$ cat src/rtl/dphy_bu_pkg.sv
package dphy_bu_pkg;

   localparam int NBAND   = 39;
   localparam int BOUND_W = 11;
   localparam int NWR     = 7;
   localparam int NPH     = 7;

   // ascending upper bounds in Mbps; order is the search priority
   localparam logic [BOUND_W-1:0] BAND_TOP [NBAND] = '{
      11'd89,   11'd99,   11'd109,  11'd129,  11'd139,  11'd149,  11'd169,
      11'd179,  11'd199,  11'd219,  11'd239,  11'd249,  11'd269,  11'd299,
      11'd329,  11'd359,  11'd399,  11'd449,  11'd499,  11'd549,  11'd599,
      11'd649,  11'd699,  11'd749,  11'd799,  11'd849,  11'd899,  11'd949,
      11'd999,  11'd1049, 11'd1099, 11'd1149, 11'd1199, 11'd1249, 11'd1299,
      11'd1349, 11'd1399, 11'd1449, 11'd1500};

   localparam logic [5:0] BAND_CODE [NBAND] = '{
      6'h00, 6'h10, 6'h20, 6'h01, 6'h11, 6'h21, 6'h02,
      6'h12, 6'h22, 6'h03, 6'h13, 6'h23, 6'h04, 6'h14,
      6'h05, 6'h15, 6'h25, 6'h06, 6'h16, 6'h07, 6'h17,
      6'h08, 6'h18, 6'h09, 6'h19, 6'h29, 6'h39, 6'h0a,
      6'h1a, 6'h2a, 6'h3a, 6'h0b, 6'h1b, 6'h2b, 6'h3b,
      6'h0c, 6'h1c, 6'h2c, 6'h3c};

   typedef enum logic [2:0] {
      ST_IDLE, ST_CFG, ST_TCLK, ST_CLRH, ST_CLRL, ST_WR
   } bu_st_e;

   function automatic logic [7:0] wr_code(input logic [2:0] idx);
      case (idx)
         3'd0:    return 8'h34;
         3'd1:    return 8'h44;
         3'd2:    return 8'h54;
         3'd3:    return 8'h84;
         3'd4:    return 8'h94;
         3'd5:    return 8'h75;
         default: return 8'h00;
      endcase
   endfunction

   function automatic logic [7:0] wr_data(input logic [2:0] idx,
                                          input logic [5:0] band);
      case (idx)
         3'd1:    return {1'b0, band, 1'b0};
         3'd5:    return 8'h04;
         default: return 8'h00;
      endcase
   endfunction

endpackage

$ cat src/rtl/dphy_bu_band.sv
module dphy_bu_band
   import dphy_bu_pkg::*;
#(
   parameter int RATE_W = 12
) (
   input  logic [RATE_W-1:0] rate_i,
   output logic [5:0]        band_o
);

   generate
      if (RATE_W < BOUND_W) begin : g_bad_w
         $error("dphy_bu_band: RATE_W must cover the largest table bound");
      end
   endgenerate

   // scan from the top so the lowest matching entry wins
   always_comb begin
      band_o = BAND_CODE[NBAND-1];
      for (int i = NBAND - 1; i >= 0; i--) begin
         if (rate_i <= RATE_W'(BAND_TOP[i])) band_o = BAND_CODE[i];
      end
   end

endmodule

$ cat src/rtl/dphy_bu_timer.sv
module dphy_bu_timer #(
   parameter int W = 8
) (
   input  logic         clk,
   input  logic         rst_n,
   input  logic         load_i,
   input  logic [W-1:0] load_val_i,
   output logic         zero_o
);

   logic [W-1:0] cnt_q;

   always_ff @(posedge clk or negedge rst_n) begin
      if (!rst_n)              cnt_q <= '0;
      else if (load_i)         cnt_q <= load_val_i;
      else if (cnt_q != '0)    cnt_q <= cnt_q - W'(1);
   end

   assign zero_o = (cnt_q == '0);

endmodule

$ cat src/rtl/dphy_rx_bringup.sv
module dphy_rx_bringup
   import dphy_bu_pkg::*;
#(
   parameter int NLANE   = 4,
   parameter int RATE_W  = 12,
   parameter int HOLD_W  = 8,
   parameter int CLR_CYC = 12500,
   localparam int LW     = $clog2(NLANE + 1),
   localparam int TMR_W  = $clog2((CLR_CYC > (1 << HOLD_W)) ? CLR_CYC : (1 << HOLD_W)) + 1
) (
   input  logic              clk,
   input  logic              rst_n,
   input  logic              start_i,
   input  logic [LW-1:0]     lanes_i,
   input  logic [RATE_W-1:0] rate_i,
   input  logic [HOLD_W-1:0] hold_i,
   output logic              busy_o,
   output logic              done_o,
   output logic              err_o,
   output logic [NLANE-1:0]  lane_en_o,
   output logic [NLANE-1:0]  frc_rx_o,
   output logic [NLANE-1:0]  frc_stop_o,
   output logic [NLANE-1:0]  turn_req_o,
   output logic [NLANE-1:0]  turn_dis_o,
   output logic              tst_clk_o,
   output logic              tst_clr_o,
   output logic              tst_en_o,
   output logic [7:0]        tst_din_o
);

   generate
      if (NLANE < 1 || NLANE > 4) begin : g_bad_lanes
         $error("dphy_rx_bringup: NLANE must be 1..4");
      end
      if (CLR_CYC < 1) begin : g_bad_clr
         $error("dphy_rx_bringup: CLR_CYC must be positive");
      end
   endgenerate

   bu_st_e            st_q;
   logic [2:0]        idx_q, ph_q, ph_n;
   logic [5:0]        band_q, band_w;
   logic [HOLD_W-1:0] hold_q, hold_eff;
   logic [NLANE-1:0]  mask_w;
   logic              lanes_ok, go, adv, tmr_zero, tmr_ld;
   logic [TMR_W-1:0]  ld_val;

   dphy_bu_band #(.RATE_W(RATE_W)) u_band (
      .rate_i (rate_i),
      .band_o (band_w)
   );

   for (genvar l = 0; l < NLANE; l++) begin : g_mask
      assign mask_w[l] = (lanes_i > LW'(l));
   end

   assign lanes_ok = (lanes_i != '0) && (lanes_i <= LW'(NLANE));
   assign hold_eff = (hold_i == '0) ? HOLD_W'(1) : hold_i;
   assign go       = (st_q == ST_IDLE) && start_i && lanes_ok;
   assign adv      = (st_q != ST_IDLE) && tmr_zero;
   assign tmr_ld   = go || adv;
   assign ph_n     = ph_q + 3'd1;

   always_comb begin
      case (st_q)
         ST_TCLK, ST_CLRH: ld_val = TMR_W'(CLR_CYC - 1);
         default:          ld_val = TMR_W'(hold_q) - TMR_W'(1);
      endcase
      if (go) ld_val = TMR_W'(hold_eff) - TMR_W'(1);
   end

   dphy_bu_timer #(.W(TMR_W)) u_tmr (
      .clk        (clk),
      .rst_n      (rst_n),
      .load_i     (tmr_ld),
      .load_val_i (ld_val),
      .zero_o     (tmr_zero)
   );

   always_ff @(posedge clk or negedge rst_n) begin
      if (!rst_n) begin
         st_q       <= ST_IDLE;
         idx_q      <= '0;
         ph_q       <= '0;
         band_q     <= '0;
         hold_q     <= HOLD_W'(1);
         busy_o     <= 1'b0;
         done_o     <= 1'b0;
         err_o      <= 1'b0;
         lane_en_o  <= '0;
         frc_rx_o   <= '0;
         frc_stop_o <= '1;
         turn_req_o <= '0;
         turn_dis_o <= '0;
         tst_clk_o  <= 1'b0;
         tst_clr_o  <= 1'b0;
         tst_en_o   <= 1'b0;
         tst_din_o  <= '0;
      end else begin
         done_o <= 1'b0;
         err_o  <= 1'b0;
         if (st_q == ST_IDLE) begin
            if (start_i && !lanes_ok) err_o <= 1'b1;
            if (go) begin
               st_q       <= ST_CFG;
               busy_o     <= 1'b1;
               band_q     <= band_w;
               hold_q     <= hold_eff;
               lane_en_o  <= mask_w;
               frc_rx_o   <= '0;
               frc_stop_o <= '0;
               turn_req_o <= '0;
               turn_dis_o <= '1;
            end
         end else if (adv) begin
            case (st_q)
               ST_CFG: begin
                  st_q      <= ST_TCLK;
                  tst_clk_o <= 1'b1;
               end
               ST_TCLK: begin
                  st_q      <= ST_CLRH;
                  tst_clr_o <= 1'b1;
               end
               ST_CLRH: begin
                  st_q      <= ST_CLRL;
                  tst_clr_o <= 1'b0;
               end
               ST_CLRL: begin
                  st_q      <= ST_WR;
                  idx_q     <= '0;
                  ph_q      <= '0;
                  tst_clk_o <= 1'b1;
               end
               ST_WR: begin
                  if (ph_q == 3'(NPH - 1)) begin
                     if (idx_q == 3'(NWR - 1)) begin
                        st_q   <= ST_IDLE;
                        busy_o <= 1'b0;
                        done_o <= 1'b1;
                     end else begin
                        idx_q     <= idx_q + 3'd1;
                        ph_q      <= '0;
                        tst_clk_o <= 1'b1;
                     end
                  end else begin
                     ph_q <= ph_n;
                     case (ph_n)
                        3'd1:    tst_din_o <= wr_code(idx_q);
                        3'd2:    tst_en_o  <= 1'b1;
                        3'd3:    tst_clk_o <= 1'b0;
                        3'd4:    tst_en_o  <= 1'b0;
                        3'd5:    tst_din_o <= wr_data(idx_q, band_q);
                        default: tst_clk_o <= 1'b1;
                     endcase
                  end
               end
               default: st_q <= ST_IDLE;
            endcase
         end
      end
   end

endmodule

$ cat config.mk
export PLATFORM = sky130hd
export DESIGN_NAME = dphy_rx_bringup
export DESIGN_NICKNAME = d
export VERILOG_FILES = /design/src/rtl/dphy_bu_pkg.sv /design/src/rtl/dphy_bu_band.sv /design/src/rtl/dphy_bu_timer.sv /design/src/rtl/dphy_rx_bringup.sv
export SDC_FILE = /design/constraint.sdc
export NUM_CORES = 1
export LEC_CHECK = 0
export CAP_MARGIN = 20
export CORE_ASPECT_RATIO = 2
export CORE_MARGIN = 2
export CORE_UTILIZATION = 56
export CTS_CLUSTER_SIZE = 16
export DETAILED_ROUTE_END_ITERATION = 6
export PLACE_DENSITY = 0.81
export SLEW_MARGIN = 20
export SYNTH_ARGS = -nofsm -noshare
export SYNTH_HDL_FRONTEND = slang
export SYNTH_SLANG_ARGS = --single-unit
$ cat constraint.sdc
create_clock -name clk -period 2.7 [get_ports clk]
set_input_delay 0.675 -clock clk [delete_from_list [all_inputs] [get_ports clk]]
set_output_delay 0.675 -clock clk [all_outputs]
set_load 0.01 [all_outputs]
==> impl_metrics.py, run 1 <==
metrics = {
    "worst_setup_path": {
        "crit_arrival_ns": 2.77,
        "r2r_slack_ns": 0.29,
        "cp-startpoint": "rate_i[3]",
        "worstSetupEndpointType": "flop",
        "crit_path_start_kind": "input port",
        "crit_required_ns": 2.93,
        "worst_r2r_path_depth": 5,
        "critPathCapture": "band_q[4]",
        "rr_startpoint": "u_tmr.cnt_q[11]",
        "r2r-end": "tst_din_o[7]",
        "worstSetupPathType": "in -> reg",
        "cp_max_fo": 11,
    },
    "yosys": {
        "netlist_area_mm2": 0.004459,
        "synthCells": 565,
        "synth_edf_count": 0,
        "async_flop_share_pct": 100.0,
        "ys.flop_type": "dfrtp_1",
        "ys_types": 71,
        "avgSynthCellArea_um2": 7.893,
        "synth-seq-cells": 58,
        "ys_seq_area_share_pct": 32.60,
        "ys_warn_count": 0,
    },
    "layout": {
        "postLayoutCoreUtil_pct": 73.85,
        "fill_cells": 644,
        "areaGrowthSynthToFinish_pct": 29.63,
        "seq_area_mm2": 0.001454,
        "fin_nets": 695,
        "multi_input_area_mm2": 0.002708,
        "antennaDiodeCount": 0,
        "drive_above_1_share_pct": 18.47,
        "final_cells": 762,
    },
    "power": {
        "p_leak_nw": 2.486,
        "p_total_mw": 3.846,
        "power.density_mw_per_mm2": 665.4,
        "vdd_ir_drop_max_mv": 0.5952,
    },
    "timing": {
        "final_max_slew_viol_count": 0,
        "fmax_mhz": 394.3,
        "min_period_ns": 2.536,
        "rsz0062_at_grt": "no",
        "period_share_pct": 93.92,
        "hold_viol_final": 0,
        "finalSetupViolCount": 0,
        "tightestPinTransition_ns": 0.6586,
        "timing.slew.headroom_pct": 55.72,
        "fin_worst_skew_ns": 0.005391,
    },
    "cts": {
        "cts_tree": "built",
        "cts_buffers": 9,
        "worst_skew_pair.late_latency_ns": 0.33,
        "htreeDepth": 3,
        "clock-root-buffer": "clkbuf_16",
        "cts_buffer_depth": 2,
        "clkSinkCount": 58,
        "path_clk_slew_ns": 0.05,
    },
    "global_routing": {
        "antenna_found_initial": 0,
        "grt_max_degree": 32,
        "grt_pass1_wl_um": 20330,
        "grt-ovfl-total": 0,
        "grt_usage_pct": 29.90,
        "grt_pass1_vias": 4295,
    },
    "outcome": {
        "outcome": "complete, no violations",
    },
    "drt": {
        "vias_per_cell": 6.067,
        "antenna_left": 0,
        "drt_iter0_drc": 538,
        "drt-total-wl_um": 12460,
        "wire_per_inst_um": 16.36,
        "dr.pass1.iters": 5,
        "vias": 4623,
        "drcViolationCount": 0,
    },
    "die": {
        "num_io_pins": 60,
        "die_w_um": 67.10,
        "die_y_um": 130.2,
        "fp.dieArea_mm2": 0.008736,
        "start_util_pct": 56.97,
        "core_area_mm2": 0.007828,
        "row_count": 46,
    },
    "place": {
        "dp_hpwl_um": 9294,
        "io_buffer_count": 51,
        "gp_congestion": 1.011,
        "dp.cells": 746,
    },
    "hold_path": {
        "hold_class": "in -> async",
    },
    "job": {
        "cap_violations": 0,
    },
}
state kept, by name, indices dropped and copies added, names as in the netlist:
signal and cells:
lane_en_o 4, tst_clr_o 1, tst_clk_o 1, idx_q 3, busy_o 1, tst_en_o 1
turn_dis_o 1, st_q 3, hold_q 8, err_o 1, tst_din_o 8, frc_stop_o 1
ph_q 3, band_q 6, u_tmr.cnt_q 15, done_o 1
cells in the final DEF, fill, tap and decap left out, types with 6 or more instances in the layout:
cell and count:
o21a_1 6, dfrtp_1 56, nand2b_1 8, conb_1 8, nand3_1 20, clkdlybuf4s50_1 50
nor2_1 47, ha_1 8, nor2b_1 11, or2_2 6, xnor2_1 9, nor3_1 22
a31oi_1 11, buf_4 80, xor2_1 12, clkbuf_16 9, a22oi_1 8, o21ai_0 36
nand2_1 65, o31ai_1 7, inv_1 13, a21o_1 8, or3_1 7, a211oi_1 8
a21oi_1 38
how the worst min path moves through the flow:
stage,end,slack (ns),depth (start not counted)
after floorplan,band_q[0],0.38,0
after global placement,lane_en_o[0],0.45,1
after detailed placement,lane_en_o[0],0.47,1
after CTS,tst_din_o[7],0.39,1
after global routing,tst_din_o[7],0.43,1
final,tst_din_o[7],0.37,1
cells by family (layout without fill, tap and decap cells):
kind of cell | Yosys count | after routing | share of synthesized area [%]
buffers and inverters | 69 | 163 | 7.407
muxes | 3 | 3 | 0.7295
other | 1 | 8 | 0.08409
DFF | 58 | 58 | 32.60
and+or+nand+nor | 235 | 235 | 27.72
adders and majority gates | 8 | 8 | 2.245
xor gates and xnor gates | 21 | 21 | 4.125
AOI/OAI and AO/OA | 170 | 170 | 25.08
routing by layer:
layer	global-route usage, %	part of all wire [%]
met1	41.51	43
met3	3.621	5.5
met5	0	0
met4	10.80	1.9
met2	47.47	50
metrics by stage:
stage | TNS, ns | hold WS (ns) | worst slack (ns) | instance area (um2)
floorplan | 0 | 0.3794 | 0.3888 | 4486
global placement | -0.2130 | 0.4539 | -0.1675 | 5490
detailed placement | -0.2919 | 0.4671 | -0.1783 | 5490
CTS | 0 | 0.3926 | 0.1513 | 5774
global route | 0 | 0.4287 | 0.03542 | 5781
finish | 0 | 0.3727 | 0.1641 | 5781
final cells by class:
cell class,count,area share (%)
clock buffer,14,4.740
multi-input combinational,445,46.84
timing repair buffer,134,20.17
clock inverter,2,0.1732
tap,96,2.078
sequential,58,25.15
inverter,13,0.8442
critical path, stage by stage:
cell and delay (ns):
clkdlybuf4s50_1 0.49, buf_4 0.21, o211a_1 0.24, a2111oi_0 0.50, o211a_1 0.23, a211o_1 0.12, a31oi_1 0.05, a211oi_1 0.25
where the power goes:
group	total [mW]	leakage (nW)	internal, mW	switching (mW)
Clock	1.08	0.143	0.692	0.385
Sequential	1.40	0.728	1.13	0.276
Combinational	1.37	1.61	0.670	0.697
Total	3.85	2.49	2.49	1.36
synthesized netlist by cell type, types with 4 or more instances:
cell type | count | area share [%]
a22oi_1 | 8 | 1.3
nand3b_1 | 4 | 0.67
nor2b_1 | 11 | 1.5
a31oi_1 | 11 | 1.5
ha_1 | 8 | 2.2
nand2_1 | 65 | 5.5
nand3_1 | 20 | 2.2
o21a_1 | 6 | 1.0
dfrtp_1 | 56 | 31
a211oi_1 | 8 | 1.3
o21ai_0 | 36 | 4.0
or2_2 | 6 | 0.84
o41ai_1 | 4 | 0.79
nor4b_1 | 6 | 1.2
nand4b_1 | 5 | 0.98
and3_1 | 5 | 0.70
nor2_1 | 47 | 4.0
nor4_1 | 5 | 0.70
or3_1 | 7 | 0.98
a211o_1 | 4 | 0.79
xor2_1 | 12 | 2.4
buf_4 | 14 | 2.4
nand2b_1 | 8 | 1.1
nor3_1 | 22 | 2.5
o21ai_1 | 5 | 0.56
a21o_1 | 8 | 1.3
xnor2_1 | 9 | 1.8
clkbuf_1 | 35 | 2.9
inv_1 | 13 | 1.1
a21oi_1 | 38 | 4.3
o31ai_1 | 7 | 1.2
what timing repair did:
action / CTS / global route
hold buffers: 0 / 0
setup endpoints to repair: 0 / 1
gates resized for setup: 0 / 1
buffers inserted: 0 / 0
(Power assumes the default switching activity.)
==> run 2, diff against run 1 <==
--- a/config.mk
+++ b/config.mk
@@ -9,9 +9,8 @@
 export CORE_ASPECT_RATIO = 2
 export CORE_MARGIN = 2
 export CORE_UTILIZATION = 56
-export CTS_CLUSTER_SIZE = 16
 export DETAILED_ROUTE_END_ITERATION = 6
-export PLACE_DENSITY = 0.81
+export PLACE_DENSITY = 0.92
 export SLEW_MARGIN = 20
 export SYNTH_ARGS = -nofsm -noshare
 export SYNTH_HDL_FRONTEND = slang
==> run 2 against run 1 <==
Against the previous run: register-to-register slack lost 0.06 ns; hold slack got worse by 0.077 ns; clock power up 5%; fmax down 1.7%; die area is the same; global-route usage increased by 2.8 points; largest cell class unchanged; largest power group unchanged.
==> impl_metrics.py, run 2 (synthesized netlist as in run 1, its figures left out) <==
metrics = {
    "power": {
        "p_leak_nw": 2.387,
        "p_sw_share_pct": 36.75,
        "internal-power_mw": 2.478,
        "power.density_mw_per_mm2": 694.4,
        "power.share.clock_pct": 28.9,
        "vdd_ir_drop_max_mv": 0.6607,
        "p_seq_share_pct": 36.8,
        "comb_power_share_pct": 34.3,
        "p_switching_mw": 1.440,
    },
    "timing": {
        "finalSetupViolCount": 0,
        "rsz0062_at_grt": "no",
        "final_max_slew_viol_count": 0,
        "fin_worst_skew_ns": 0.006892,
        "timing.slew.headroom_pct": 52.68,
        "hold_viol_final": 0,
        "min_period_ns": 2.579,
        "tightestPinTransition_ns": 0.7038,
        "hold-worst-slack_ns": 0.2954,
        "period_share_pct": 95.53,
        "fmax_mhz": 387.7,
    },
    "worst_setup_path": {
        "crit_path_start_kind": "input port",
        "worst_r2r_path_depth": 6,
        "crit_arrival_ns": 2.81,
        "worstSetupPathType": "in -> reg",
        "cp_max_fo": 11,
        "crit_required_ns": 2.93,
        "worstSetupEndpointType": "flop",
    },
    "cts": {
        "worst_skew_pair.late_latency_ns": 0.33,
        "cts_tree": "built",
        "hold_buffers": 0,
        "clkSinkCount": 58,
        "path_clk_slew_ns": 0.06,
        "htreeDepth": 3,
        "cts_buffers": 9,
        "cts_buffer_depth": 2,
        "clock-root-buffer": "clkbuf_16",
    },
    "layout": {
        "fill_cells": 563,
        "fin_nets": 679,
        "areaGrowthSynthToFinish_pct": 26.52,
        "antennaDiodeCount": 0,
        "final_common_cell": "buf_4",
        "largest_reg_flops": 15,
        "drive_above_1_share_pct": 16.62,
        "largest_registers": "u_tmr.cnt_q x15, hold_q x8, tst_din_o x8",
        "final_cells": 746,
        "final_cell_mix": "buf_4 (66), nand2_1 (65), dfrtp_1 (56)",
        "regMostFlops": "u_tmr.cnt_q",
    },
    "place": {
        "io_buffer_count": 51,
        "gp_congestion": 1.076,
        "dp.cells": 730,
        "dp_hpwl_um": 9563,
    },
    "global_routing": {
        "grt_pass1_wl_um": 22080,
        "grt_max_degree": 21,
        "grt_pass1_vias": 4680,
        "grt-ovfl-total": 0,
        "grt_usage_pct": 32.74,
        "antenna_found_initial": 0,
    },
    "drt": {
        "wire_per_inst_um": 17.95,
        "vias": 4874,
        "drt_iter0_drc": 555,
        "dr.pass1.iters": 6,
        "drt-total-wl_um": 13390,
        "drcViolationCount": 0,
        "vias_per_cell": 6.534,
        "antenna_left": 0,
    },
    "die": {
        "die_y_um": 130.2,
        "start_util_pct": 56.97,
        "fp.dieArea_mm2": 0.008736,
        "die_w_um": 67.10,
        "num_io_pins": 60,
        "core_area_mm2": 0.007828,
        "row_count": 46,
    },
    "job": {
        "cap_violations": 0,
    },
    "outcome": {
        "outcome": "complete, no violations",
    },
    "hold_path": {
        "hold_class": "in -> async",
    },
}
## run 2: changes by cell type in the layout (fill, tap and decap cells not counted), moves of 2 or more
| cell | delta |
|---|---|
| buf_4 | -14 |
| clkinvlp_4 | +4 |
| clkbuf_8 | -3 |
| buf_12 | -2 |
| clkbuf_1 | -2 |
## run 2: layout make-up
cell class | instances | area [um2] | share of cell area [%]
flip-flops and latches | 58 | 1454 | 25.77
multi-input cells | 445 | 2703 | 47.90
repair buffers | 118 | 1021 | 18.10
clock buffers | 9 | 225.2 | 3.992
clock inverters | 7 | 70.07 | 1.242
well taps | 96 | 120.1 | 2.129
inverters | 13 | 48.80 | 0.8649
## run 2: path summary, 6_finish.rpt
path	slack (ns)	to	from
setup reg to reg	0.23	u_tmr.cnt_q[10]	u_tmr.cnt_q[3]
max in group asynchronous	1.70	frc_stop_o[2]	rst_n
hold / removal	0.30	tst_din_o[5]	rst_n
min in group clk	0.47	tst_din_o[0]	tst_din_o[0]
setup / recovery	0.12	band_q[0]	rate_i[3]
hold reg to reg	0.47	tst_din_o[0]	tst_din_o[0]
## run 2: per-stage QoR
step	total power, mW	util, %	setup TNS, ns	setup slack [ns]	cell area, um2
2_1_floorplan	2.264	-	0	0.3888	4486
3_3_place_gp	2.625	68.29	-0.08420	-0.08420	5345
3_5_place_dp	2.727	68.29	-0.7215	-0.1676	5345
4_1_cts	3.884	72.06	0	0.1775	5640
5_1_grt	4.108	72.07	0	0.0008629	5642
6_report	3.917	72.07	0	0.1207	5642
## run 2: worst max-delay path, stage by stage
cell,delay (ns)
clkdlybuf4s50_1,0.59
buf_4,0.26
a21oi_1,0.23
nor2b_1,0.08
o31a_1,0.30
a211oi_1,0.34
nand2b_1,0.12
o21ai_0,0.22
## run 2: what timing repair did
action                                  CTS  global route
buffers inserted                          0             0
endpoints found under the setup margin    0             1
resized for setup                         0             1
## run 2: power by group through the flow
stage                     clock network, mW  registers, mW  logic [mW]
after floorplan                           0           1.34       0.925
after global routing                   1.17           1.47        1.46
final                                  1.13           1.44        1.35
after CTS                              1.13           1.43        1.33
after global placement                    0           1.40        1.22
after detailed placement                  0           1.43        1.30
## run 2: per-layer routing
layer / wire length [um] / global-route usage [%] / vias up
li1: - / - / 2194
met1: 5025 / 41.08 / 2240
met2: 6599 / 52.01 / 365
met3: 1174 / 6.983 / 75
met4: 593 / 17.17 / 0
met5: 0 / 0 / -
